[src/rtl/irq_entry_pkg.sv]
package irq_entry_pkg;
  typedef enum logic [3:0] {
    ST_IDLE, ST_DUM1, ST_DUM2, ST_STK1, ST_STK2, ST_STK3,
    ST_VECL, ST_VECH, ST_WAIT, ST_STOP
  } seqState_e;

  typedef enum logic [1:0] {K_IRQ, K_NMI, K_RST, K_BRK} entryKind_e;
  typedef enum logic [1:0] {A_PC, A_STACK, A_VECLO, A_VECHI} addrSel_e;
  typedef enum logic [1:0] {D_PCHI, D_PCLO, D_STATUS} dataSel_e;

  typedef struct packed {
    logic     capture;
    logic     brkBump;
    addrSel_e addrSel;
    dataSel_e dataSel;
    logic     rd;
    logic     wr;
    logic     decSp;
    logic     takeLo;
    logic     takeHi;
    logic     setBrk;
  } dpCtrl_t;
endpackage

[src/rtl/irq_entry_ctrl.sv]
module irq_entry_ctrl
  import irq_entry_pkg::*;
(
  input  logic       clk,
  input  logic       rstN,
  input  logic       atBoundary,
  input  logic       brkCmd,
  input  logic       waiCmd,
  input  logic       stpCmd,
  input  logic       irqReq,
  input  logic       nmiN,
  input  logic       rstReq,
  input  logic       flagI,
  output dpCtrl_t    ctl,
  output entryKind_e kind,
  output logic       active,
  output logic       waiting,
  output logic       stopped,
  output logic       entryDone
);
  seqState_e  state, nextState;
  entryKind_e kindReg, nextKind, pickKind;
  logic nmiPrev, nmiPend, pwrPend, doneReg, doneNext;
  logic pendRst, pendIrq, anyPend, takeNow, nmiEdge;

  assign pendRst  = rstReq | pwrPend;
  assign pendIrq  = irqReq & ~flagI;
  assign anyPend  = pendRst | nmiPend | pendIrq;
  assign pickKind = pendRst ? K_RST : (nmiPend ? K_NMI : K_IRQ);
  assign nmiEdge  = nmiPrev & ~nmiN;

  always_comb begin
    nextState = state;
    nextKind  = kindReg;
    takeNow   = 1'b0;
    doneNext  = 1'b0;
    ctl       = '0;
    case (state)
      ST_IDLE: begin
        if (brkCmd) begin
          nextState = ST_STK1; nextKind = K_BRK;
          ctl.capture = 1'b1; ctl.brkBump = 1'b1;
        end else if (atBoundary && anyPend) begin
          nextState = ST_DUM1; nextKind = pickKind;
          ctl.capture = 1'b1; takeNow = 1'b1;
        end else if (waiCmd) nextState = ST_WAIT;
        else if (stpCmd) nextState = ST_STOP;
      end
      ST_WAIT: if (anyPend) begin
        nextState = ST_DUM1; nextKind = pickKind;
        ctl.capture = 1'b1; takeNow = 1'b1;
      end
      ST_STOP: if (pendRst) begin
        nextState = ST_DUM1; nextKind = K_RST;
        ctl.capture = 1'b1; takeNow = 1'b1;
      end
      ST_DUM1: begin ctl.rd = 1'b1; ctl.addrSel = A_PC; nextState = ST_DUM2; end
      ST_DUM2: begin ctl.rd = 1'b1; ctl.addrSel = A_PC; nextState = ST_STK1; end
      ST_STK1, ST_STK2, ST_STK3: begin
        ctl.addrSel = A_STACK;
        ctl.decSp   = 1'b1;
        ctl.wr      = (kindReg != K_RST);
        ctl.rd      = (kindReg == K_RST);
        ctl.setBrk  = (kindReg == K_BRK);
        ctl.dataSel = (state == ST_STK1) ? D_PCHI : ((state == ST_STK2) ? D_PCLO : D_STATUS);
        nextState   = (state == ST_STK1) ? ST_STK2 : ((state == ST_STK2) ? ST_STK3 : ST_VECL);
      end
      ST_VECL: begin ctl.rd = 1'b1; ctl.addrSel = A_VECLO; ctl.takeLo = 1'b1; nextState = ST_VECH; end
      ST_VECH: begin
        ctl.rd = 1'b1; ctl.addrSel = A_VECHI; ctl.takeHi = 1'b1;
        nextState = ST_IDLE; doneNext = 1'b1;
      end
      default: nextState = ST_IDLE;
    endcase
  end

  always_ff @(posedge clk or negedge rstN) begin
    if (!rstN) begin
      state   <= ST_IDLE;
      kindReg <= K_IRQ;
      nmiPrev <= 1'b1;
      nmiPend <= 1'b0;
      pwrPend <= 1'b1;
      doneReg <= 1'b0;
    end else begin
      state   <= nextState;
      kindReg <= nextKind;
      nmiPrev <= nmiN;
      doneReg <= doneNext;
      if (nmiEdge) nmiPend <= 1'b1;
      else if (takeNow && nextKind == K_NMI) nmiPend <= 1'b0;
      if (takeNow && nextKind == K_RST) pwrPend <= 1'b0;
    end
  end

  assign kind      = kindReg;
  assign active    = (state != ST_IDLE) && (state != ST_WAIT) && (state != ST_STOP);
  assign waiting   = (state == ST_WAIT);
  assign stopped   = (state == ST_STOP);
  assign entryDone = doneReg;

  AST_NMI_HELD: assert property (@(posedge clk) disable iff (!rstN)
    $fell(nmiN) |=> nmiPend);
  AST_DONE_PULSE: assert property (@(posedge clk) disable iff (!rstN)
    doneReg |=> !doneReg);
  AST_STOP_HOLD: assert property (@(posedge clk) disable iff (!rstN)
    (state == ST_STOP && !rstReq && !pwrPend) |=> (state == ST_STOP));
  AST_IRQ_MASKED: assert property (@(posedge clk) disable iff (!rstN)
    (state == ST_IDLE && atBoundary && !brkCmd && !waiCmd && !stpCmd && flagI &&
     !rstReq && !pwrPend && !nmiPend) |=> (state == ST_IDLE));
endmodule

[src/rtl/irq_entry_dp.sv]
module irq_entry_dp
  import irq_entry_pkg::*;
#(
  parameter int          ADDR_W     = 16,
  parameter int          DATA_W     = 8,
  parameter logic [7:0]  STACK_PAGE = 8'h01,
  parameter logic [15:0] VEC_NMI    = 16'hFFFA,
  parameter logic [15:0] VEC_RST    = 16'hFFFC,
  parameter logic [15:0] VEC_IRQ    = 16'hFFFE,
  parameter int          I_BIT      = 2,
  parameter int          D_BIT      = 3,
  parameter int          B_BIT      = 4,
  parameter bit          CMOS       = 1'b1
) (
  input  logic              clk,
  input  logic              rstN,
  input  dpCtrl_t           ctl,
  input  entryKind_e        kind,
  input  logic [ADDR_W-1:0] pcIn,
  input  logic [DATA_W-1:0] spIn,
  input  logic [DATA_W-1:0] statusIn,
  input  logic [DATA_W-1:0] busRdata,
  input  logic              entryDone,
  output logic [ADDR_W-1:0] busAddr,
  output logic [DATA_W-1:0] busWdata,
  output logic [ADDR_W-1:0] newPc,
  output logic [DATA_W-1:0] newSp,
  output logic [DATA_W-1:0] newStatus
);
  localparam int HALF = ADDR_W / 2;

  logic [ADDR_W-1:0] pcReg, vecBase;
  logic [DATA_W-1:0] spReg, stReg, loReg, pushSt;

  always_ff @(posedge clk or negedge rstN) begin
    if (!rstN) begin
      pcReg <= '0; spReg <= '0; stReg <= '0; loReg <= '0;
    end else begin
      if (ctl.capture) begin
        pcReg <= ctl.brkBump ? pcIn + ADDR_W'(1) : pcIn;
        spReg <= spIn;
        stReg <= statusIn;
      end
      if (ctl.decSp)  spReg <= spReg - DATA_W'(1);
      if (ctl.takeLo) loReg <= busRdata;
      if (ctl.takeHi) pcReg <= {busRdata, loReg};
    end
  end

  always_comb begin
    case (kind)
      K_NMI:   vecBase = VEC_NMI;
      K_RST:   vecBase = VEC_RST;
      default: vecBase = VEC_IRQ;
    endcase
    case (ctl.addrSel)
      A_PC:    busAddr = pcReg;
      A_STACK: busAddr = {STACK_PAGE, spReg};
      A_VECLO: busAddr = vecBase;
      default: busAddr = vecBase + ADDR_W'(1);
    endcase
    pushSt        = stReg;
    pushSt[B_BIT] = ctl.setBrk;
    case (ctl.dataSel)
      D_PCHI:  busWdata = pcReg[ADDR_W-1:HALF];
      D_PCLO:  busWdata = pcReg[HALF-1:0];
      default: busWdata = pushSt;
    endcase
    newStatus        = stReg;
    newStatus[I_BIT] = 1'b1;
    if (CMOS) newStatus[D_BIT] = 1'b0;
  end

  assign newPc = pcReg;
  assign newSp = spReg;

  AST_WRITE_STACK: assert property (@(posedge clk) disable iff (!rstN)
    ctl.wr |-> (busAddr[ADDR_W-1:HALF] == STACK_PAGE));
  AST_DONE_MASKS: assert property (@(posedge clk) disable iff (!rstN)
    entryDone |-> newStatus[I_BIT]);
endmodule

[src/rtl/irq_entry_seq.sv]
module irq_entry_seq
  import irq_entry_pkg::*;
#(
  parameter bit CMOS = 1'b1
) (
  input  logic        clk,
  input  logic        rstN,
  input  logic        atBoundary,
  input  logic        brkCmd,
  input  logic        waiCmd,
  input  logic        stpCmd,
  input  logic        irqReq,
  input  logic        nmiN,
  input  logic        rstReq,
  input  logic [7:0]  statusIn,
  input  logic [15:0] pcIn,
  input  logic [7:0]  spIn,
  output logic [15:0] busAddr,
  output logic        busRead,
  output logic        busWrite,
  output logic [7:0]  busWdata,
  input  logic [7:0]  busRdata,
  output logic        active,
  output logic        waiting,
  output logic        stopped,
  output logic        entryDone,
  output logic [15:0] newPc,
  output logic [7:0]  newSp,
  output logic [7:0]  newStatus
);
  dpCtrl_t    ctl;
  entryKind_e kind;

  irq_entry_ctrl u_ctrl (
    .clk(clk), .rstN(rstN), .atBoundary(atBoundary), .brkCmd(brkCmd),
    .waiCmd(waiCmd), .stpCmd(stpCmd), .irqReq(irqReq), .nmiN(nmiN),
    .rstReq(rstReq), .flagI(statusIn[2]), .ctl(ctl), .kind(kind),
    .active(active), .waiting(waiting), .stopped(stopped), .entryDone(entryDone)
  );

  irq_entry_dp #(.CMOS(CMOS)) u_dp (
    .clk(clk), .rstN(rstN), .ctl(ctl), .kind(kind), .pcIn(pcIn), .spIn(spIn),
    .statusIn(statusIn), .busRdata(busRdata), .entryDone(entryDone),
    .busAddr(busAddr), .busWdata(busWdata), .newPc(newPc), .newSp(newSp),
    .newStatus(newStatus)
  );

  assign busRead  = ctl.rd;
  assign busWrite = ctl.wr;
endmodule

[config.mk]
export PLATFORM = sky130hd
export DESIGN_NAME = irq_entry_seq
export DESIGN_NICKNAME = d
export VERILOG_FILES = /design/src/rtl/irq_entry_pkg.sv /design/src/rtl/irq_entry_ctrl.sv /design/src/rtl/irq_entry_dp.sv /design/src/rtl/irq_entry_seq.sv
export SDC_FILE = /design/constraint.sdc
export NUM_CORES = 1
export LEC_CHECK = 0
export ABC_AREA = 1
export BUFFER_PORTS_ARGS = -buffer_cell sky130_fd_sc_hd__buf_4
export CORE_MARGIN = 3
export CORE_UTILIZATION = 56
export CTS_CLUSTER_DIAMETER = 60
export DETAILED_ROUTE_END_ITERATION = 8
export MAX_ROUTING_LAYER = met4
export PLACE_DENSITY = 0.87
export RECOVER_POWER = 100
export SLEW_MARGIN = 5
export SYNTH_ARGS = -nofsm -noshare
export SYNTH_HDL_FRONTEND = slang
export SYNTH_SLANG_ARGS = --single-unit
[constraint.sdc]
create_clock -name clk -period 4.21 [get_ports clk]
set_input_delay 0.2105 -clock clk [delete_from_list [all_inputs] [get_ports clk]]
set_output_delay 0.2105 -clock clk [all_outputs]
set_load 0.01 [all_outputs]
# Word-level counts from Yosys, hierarchy flattened
# Cells that the tools add are included.
word_totals:
  regBits: 50
  latchBits: 0
  ram_bits: 0
  romBits: 0
  inputBits: 49
  word_cells: 102
  mem_count: 0
op_classes:
  addsub: 3
  n_mul: 0
  div_mod_pow: 0
  magnitude_cmp: 0
  eq_ne: 23
  shift: 0
  n_mux: 44
  bitwise_logic: 7
  reduce_logical: 15
op_table:
  columns: ["op", "count"]
  rows:
  - ["$mux 16", 3]
  - ["$pmux 16 s3", 1]
  - ["$mux 4", 7]
  - ["$pmux 4 s7", 1]
  - ["$mux 2", 10]
  - ["$add 16x1->16 const B", 1]
  - ["$eq 4x3->1 const B", 4]
  - ["$mux 8", 2]
  - ["$pmux 8 s2", 1]
  - ["$mux 1", 13]
  - ["$pmux 2 s3", 2]
  - ["$eq 2x1->1 const B", 4]
  - ["$eq 2x2->1 const B", 4]
  - ["$eq 4x2->1 const B", 2]
  - ["$eq 4x4->1 const B", 2]
  - ["$ne 4x4->1 const B", 2]
  - ["$sub 8x1->8 const B", 1]
  - ["$pmux 1 s3", 2]
  - ["$pmux 3 s2", 1]
  - ["$reduce_bool 2->1", 3]
  - ["$add 4x2->5 const B", 1]
  - ["$logic_and 1x1->1", 5]
  - ["$ne 5x4->1 const B", 1]
  - ["$eq 4x1->1 const B", 1]
  - ["other kinds (12)", 18]

# Logic depth before layout (Yosys ltp)
logic_depth:
  word_depth: 11
  mapped_depth: 12
  mapped_depth_nobuf: 12

# Cells and area by module
# From an unflattened synthesis, not the netlist that was laid out.
hier_totals:
  hier_cells: 475
  hier_area_um2: 3420.8
modules_own_cells:
  columns: ["module", "n_inst", "cells_per_inst", "area_per_inst_um2", "seq_area_each_um2"]
  rows:
  - ["irq_entry_dp", 1, 366, 2645.0, 1001.0]
  - ["irq_entry_ctrl", 1, 109, 775.7, 252.7]

# Worst setup path after synthesis
# Ideal clock, no wire load.
synth_path:
  path_kind: "reg-to-output"
  start: "register u_ctrl.state[2]"
  end: "output port busAddr[3]"
  t_arrival_ns: 2.071
  required_ns: 4.000
  setup_slack_ns: 1.929
  stages_incl_launch_ff: 12
  n_path_buf: 2
  path_cell_list: "dfrtp_1 > inv_1 > nor2_4 > nand2_2 > nand2_1 > buf_2 > nor2_1 > inv_1 > ha_1 > nor2_1 > clkbuf_1 > o221ai_1"
synth_between:
  elab_chain_cells: 5
synth_lines:
  columns: ["item", "line_no", "rtl"]
  rows:
  - ["from (decl)", "irq_entry_ctrl.sv:21", "seqState_e state, nextState;"]
  - ["from (signal assigned)", "irq_entry_ctrl.sv:86", "state <= nextState;"]
  - ["$eq 4x3->1 or $eq 4x2->1 (tied branches)", "irq_entry_ctrl.sv:38", "case (state)"]
  - ["$reduce_or 3->1", "irq_entry_ctrl.sv:38", null]
  - ["$pmux 2 s3 (*)", "irq_entry_ctrl.sv:38", null]
  - ["$eq 2x2->1 (tied with other cells)", "irq_entry_dp.sv:56", "case (ctl.addrSel)"]
  - ["$pmux 16 s3 (*)", "irq_entry_dp.sv:56", null]
  - ["to (decl)", "irq_entry_seq.sv:18", "output logic [15:0] busAddr,"]
# Mark *: on every way between the ends. The rest lies on a longest branch, timed or not.

# Worst setup path after layout
layout_path:
  start: "register u_ctrl.state[1]"
  end: "register u_dp.pcReg[14] (netlist: u_dp.newPc[14])"
layout_between:
  elab_chain_cells: 5
layout_lines:
  columns: ["item", "line_no", "rtl"]
  rows:
  - ["$logic_not 4->1", "irq_entry_ctrl.sv:38", null]
  - ["$mux 1", "irq_entry_ctrl.sv:38", null]
  - ["$mux 16", "irq_entry_dp.sv:40", "pcReg <= ctl.brkBump ? pcIn + ADDR_W'(1) : pcIn;"]
  - ["$mux 16", "irq_entry_dp.sv:39", "if (ctl.capture) begin"]
  - ["$mux 16", "irq_entry_dp.sv:46", "if (ctl.takeHi) pcReg <= {busRdata, loReg};"]
  - ["to (signal assigned)", "irq_entry_dp.sv:40", null]
  - ["to (signal assigned)", "irq_entry_dp.sv:46", null]
  - ["to (decl)", "irq_entry_dp.sv:32", "logic [ADDR_W-1:0] pcReg, vecBase;"]
# Parallel ways exist; a longest one is shown, timed or not. The select of a mux whose other input is x is not followed.
# A chain may end at the register's enable or synchronous reset.

==> results.sh <==
export IMPL_run_status="complete, but fails checks"
export IMPL_failed_checks="max-capacitance violations, max-slew violations"
export IMPL_antenna_found_initial=0
export IMPL_post_dp_hpwl_um=7730
export IMPL_clkPwrFrac_pct=12.8
export IMPL_maxCapViolations=1
export IMPL_coreArea_mm2=0.00596
export IMPL_setup_violations=0
export IMPL_endpoint_kind="flip-flop"
export IMPL_die_h_um=84.7
export IMPL_cts_root_buffer="clkbuf_8"
export IMPL_tightest_slew_ns=2.74
export IMPL_clk_pin_slew_worst_paths_ns=0.10
export IMPL_io_buffers=108
export IMPL_clock_sinks=50
export IMPL_start_util_pct=58.3
export IMPL_drv_slew=51
export IMPL_synth_edff_count=0
export IMPL_power_density_mw_per_mm2=796
export IMPL_cts_tree="built"
export IMPL_cts_max_path_buffers=2
export IMPL_crit_slowest_cell="nor2_1"
export IMPL_max_freq_ghz=0.283
export IMPL_grt_first_pass_wirelength_um=16600
export IMPL_ys_warn_count=0
export IMPL_p_sw_uw=1660
export IMPL_synth_area_leaders="dfrtp_1, nand2_1, inv_1"
export IMPL_leakage_uw=0.00203
export IMPL_vias=3595
export IMPL_power_total_uw=3260
export IMPL_critPathBufInv=3
export IMPL_min_path_type="in -> reg"
export IMPL_synth_most_common_cell="nand2_1"
export IMPL_cts_made_buffers=5
export IMPL_drtIter0Drc=356
export IMPL_grt_pass1_vias=3463
export IMPL_dr_pass1_iters=5
export IMPL_fin_crit_ns=3.53
export IMPL_synth_cell_type_count=42
export IMPL_slew_headroom_pct=-82.6
export IMPL_cts_max_level=2
export IMPL_netlist_area_mm2=0.00347
export IMPL_antenna_cells=0
export IMPL_die_area_mm2=0.00718
export IMPL_syn_to_final_growth_pct=18.1
export IMPL_swShare_pct=51.0
export IMPL_ys_top_cells_by_count="nand2_1, inv_1, dfrtp_1, nand3_1, nor2_1"
export IMPL_worstSetupStartpointType="flip-flop"
export IMPL_antenna_left=0
export IMPL_p_int_uw=1600
export IMPL_drc=0
export IMPL_cp_arrival_ns=3.78
export IMPL_worstSkewPairLatency_ns=0.31
export IMPL_ys_seq_area_share_pct=36.1
export IMPL_synth_top_area_share_pct=34.6
export IMPL_seqPwrFrac_pct=28.7
export IMPL_grtUsageTotal_pct=29.2
export IMPL_power_frac_comb_pct=58.4
export IMPL_drive_above_1_share_pct=15.4
export IMPL_synth_main_ff_cell="dfrtp_1"
export IMPL_vias_per_cell=5.55
export IMPL_finalSetupTns_ns=0
export IMPL_crit_fanout=32
export IMPL_synthArstFlopShare_pct=100
export IMPL_post_cts_buffers=0
export IMPL_cpMostUsedCell="nand2_1"
export IMPL_syn_num_nets=528
export IMPL_post_route_period_util_pct=83.9
export IMPL_hold_viol_final=0
export IMPL_cp_top_family="simple AND/OR/NAND/NOR gates"
export IMPL_vdd_drop_max_mv=0.564
export IMPL_row_count=28
export IMPL_crit_type="reg -> reg"
export IMPL_rsz0062_at_grt="no"
export IMPL_nNetsFinal=627
export IMPL_path_cells="inv_1 > nand3_1 > nor2_1 > nand2_2 > nand2_1 > clkinvlp_2 > nand2_1 > nor2_1 > nand2_1 > nand2_1 > inv_1 > nand2_1"
export IMPL_routedWlPerCell_um=15.5
export IMPL_route_final_wire_length_um=10100
export IMPL_syn_avg_cell_area_um2=7.34
export IMPL_worstPathRequired_ns=4.46
export IMPL_syn_inst=473
export IMPL_place_congestion=0.933
export IMPL_die_x_um=84.7
export IMPL_synth_top_area_cell="dfrtp_1"
export IMPL_synth_seq_cells=50
export IMPL_crit_path_max_incr_delay_ns=1.33
export IMPL_grt_max_degree=51
export IMPL_ioPinCount=111
export IMPL_globalRouteOverflowTotal=0
export IMPL_hold_slack_ns=0.0219
export IMPL_clock_skew_ns=0.0108
==> sequential cells by signal, indices dropped and copies added, names as in the netlist, 2 cells and up <==
| register | cells |
|---|---|
| u_dp.stReg | 8 |
| u_dp.newSp | 8 |
| u_ctrl.kind | 2 |
| u_dp.newPc | 16 |
| u_dp.loReg | 8 |
| u_ctrl.state | 4 |
==> final cells by class <==
type,count,area (um2)
fill,565,1860
sequential,50,1250
timing repair buffer,110,603
multi-input combinational,345,1780
tap,75,93.8
clock buffer,6,82.6
inverter,60,226
clock inverter,2,60.1
==> stage by stage <==
step | std cells | utilization (%) | cell area (um2) | setup slack [ns]
after detailed placement | 639 | 71.5 | 4260 | 1.21
after CTS | 648 | 74.0 | 4410 | 0.871
final | 648 | 68.8 | 4100 | 0.677
after global routing | 648 | 68.8 | 4100 | 0.315
after global placement | 639 | 71.5 | 4260 | 1.41
after floorplan | 473 | - | 3470 | 1.93
==> placed cells by master (no fill, tap or decap), types with 21 or more instances in the layout <==
master	n
clkbuf_1	60
nand3_1	34
dfrtp_1	48
o21ai_0	21
inv_1	57
nand2_1	157
buf_4	48
nor2_1	37
==> worst paths after layout <==
kind / start / to / slack (ns) / cells after the start
min in group asynchronous: rstN / u_dp.stReg[3]$_DFFE_PN0P_ / 1.31 / 2
hold / removal: nmiN / u_ctrl.nmiPrev$_DFF_PN1_ / 0.02 / 1
hold reg to reg: u_dp.stReg[4]$_DFFE_PN0P_ / u_dp.stReg[4]$_DFFE_PN0P_ / 0.49 / 2
setup / recovery: u_ctrl.state[1]$_DFFE_PN0P_ / u_dp.newPc[14]$_DFFE_PN0P_ / 0.68 / 12
max in group asynchronous: rstN / u_dp.newPc[13]$_DFFE_PN0P_ / 1.35 / 2
setup reg to reg: u_ctrl.state[1]$_DFFE_PN0P_ / u_dp.newPc[14]$_DFFE_PN0P_ / 0.68 / 12
==> layer usage <==
| metal | share of wire [%] | track usage [%] | vias up |
|---|---|---|---|
| li1 | - | - | 1721 |
| met1 | 43 | 39.2 | 1634 |
| met2 | 46 | 45.6 | 212 |
| met3 | 8.6 | 4.42 | 28 |
| met4 | 2.6 | 9.06 | 0 |
| met5 | 0 | - | - |
==> power by group through the flow <==
stage	Combinational [uW]	Clock [uW]	Sequential, uW
after floorplan	1350	0	925
after global placement	2210	0	929
after detailed placement	2260	0	940
after CTS	2270	422	933
after global routing	2120	442	960
final	1910	419	938
==> logic make-up after synthesis <==
logic type,Yosys count,share of synthesized area (%)
adder cells (fa/ha/maj),6,2.16
XOR/XNOR,10,2.52
multiplexers,8,2.60
buffers and inverters,78,10.2
other,2,0.216
flip-flops,50,36.1
AO/OA/AOI/OAI,57,11.2
AND/OR/NAND/NOR,262,34.9
==> what timing repair did <==
item / CTS / global route
hold buffers: 1 / 0
resized for setup: 0 / 0
endpoints found under the hold margin: 48 / 0
Note: power is estimated with default switching activity, not from simulation.
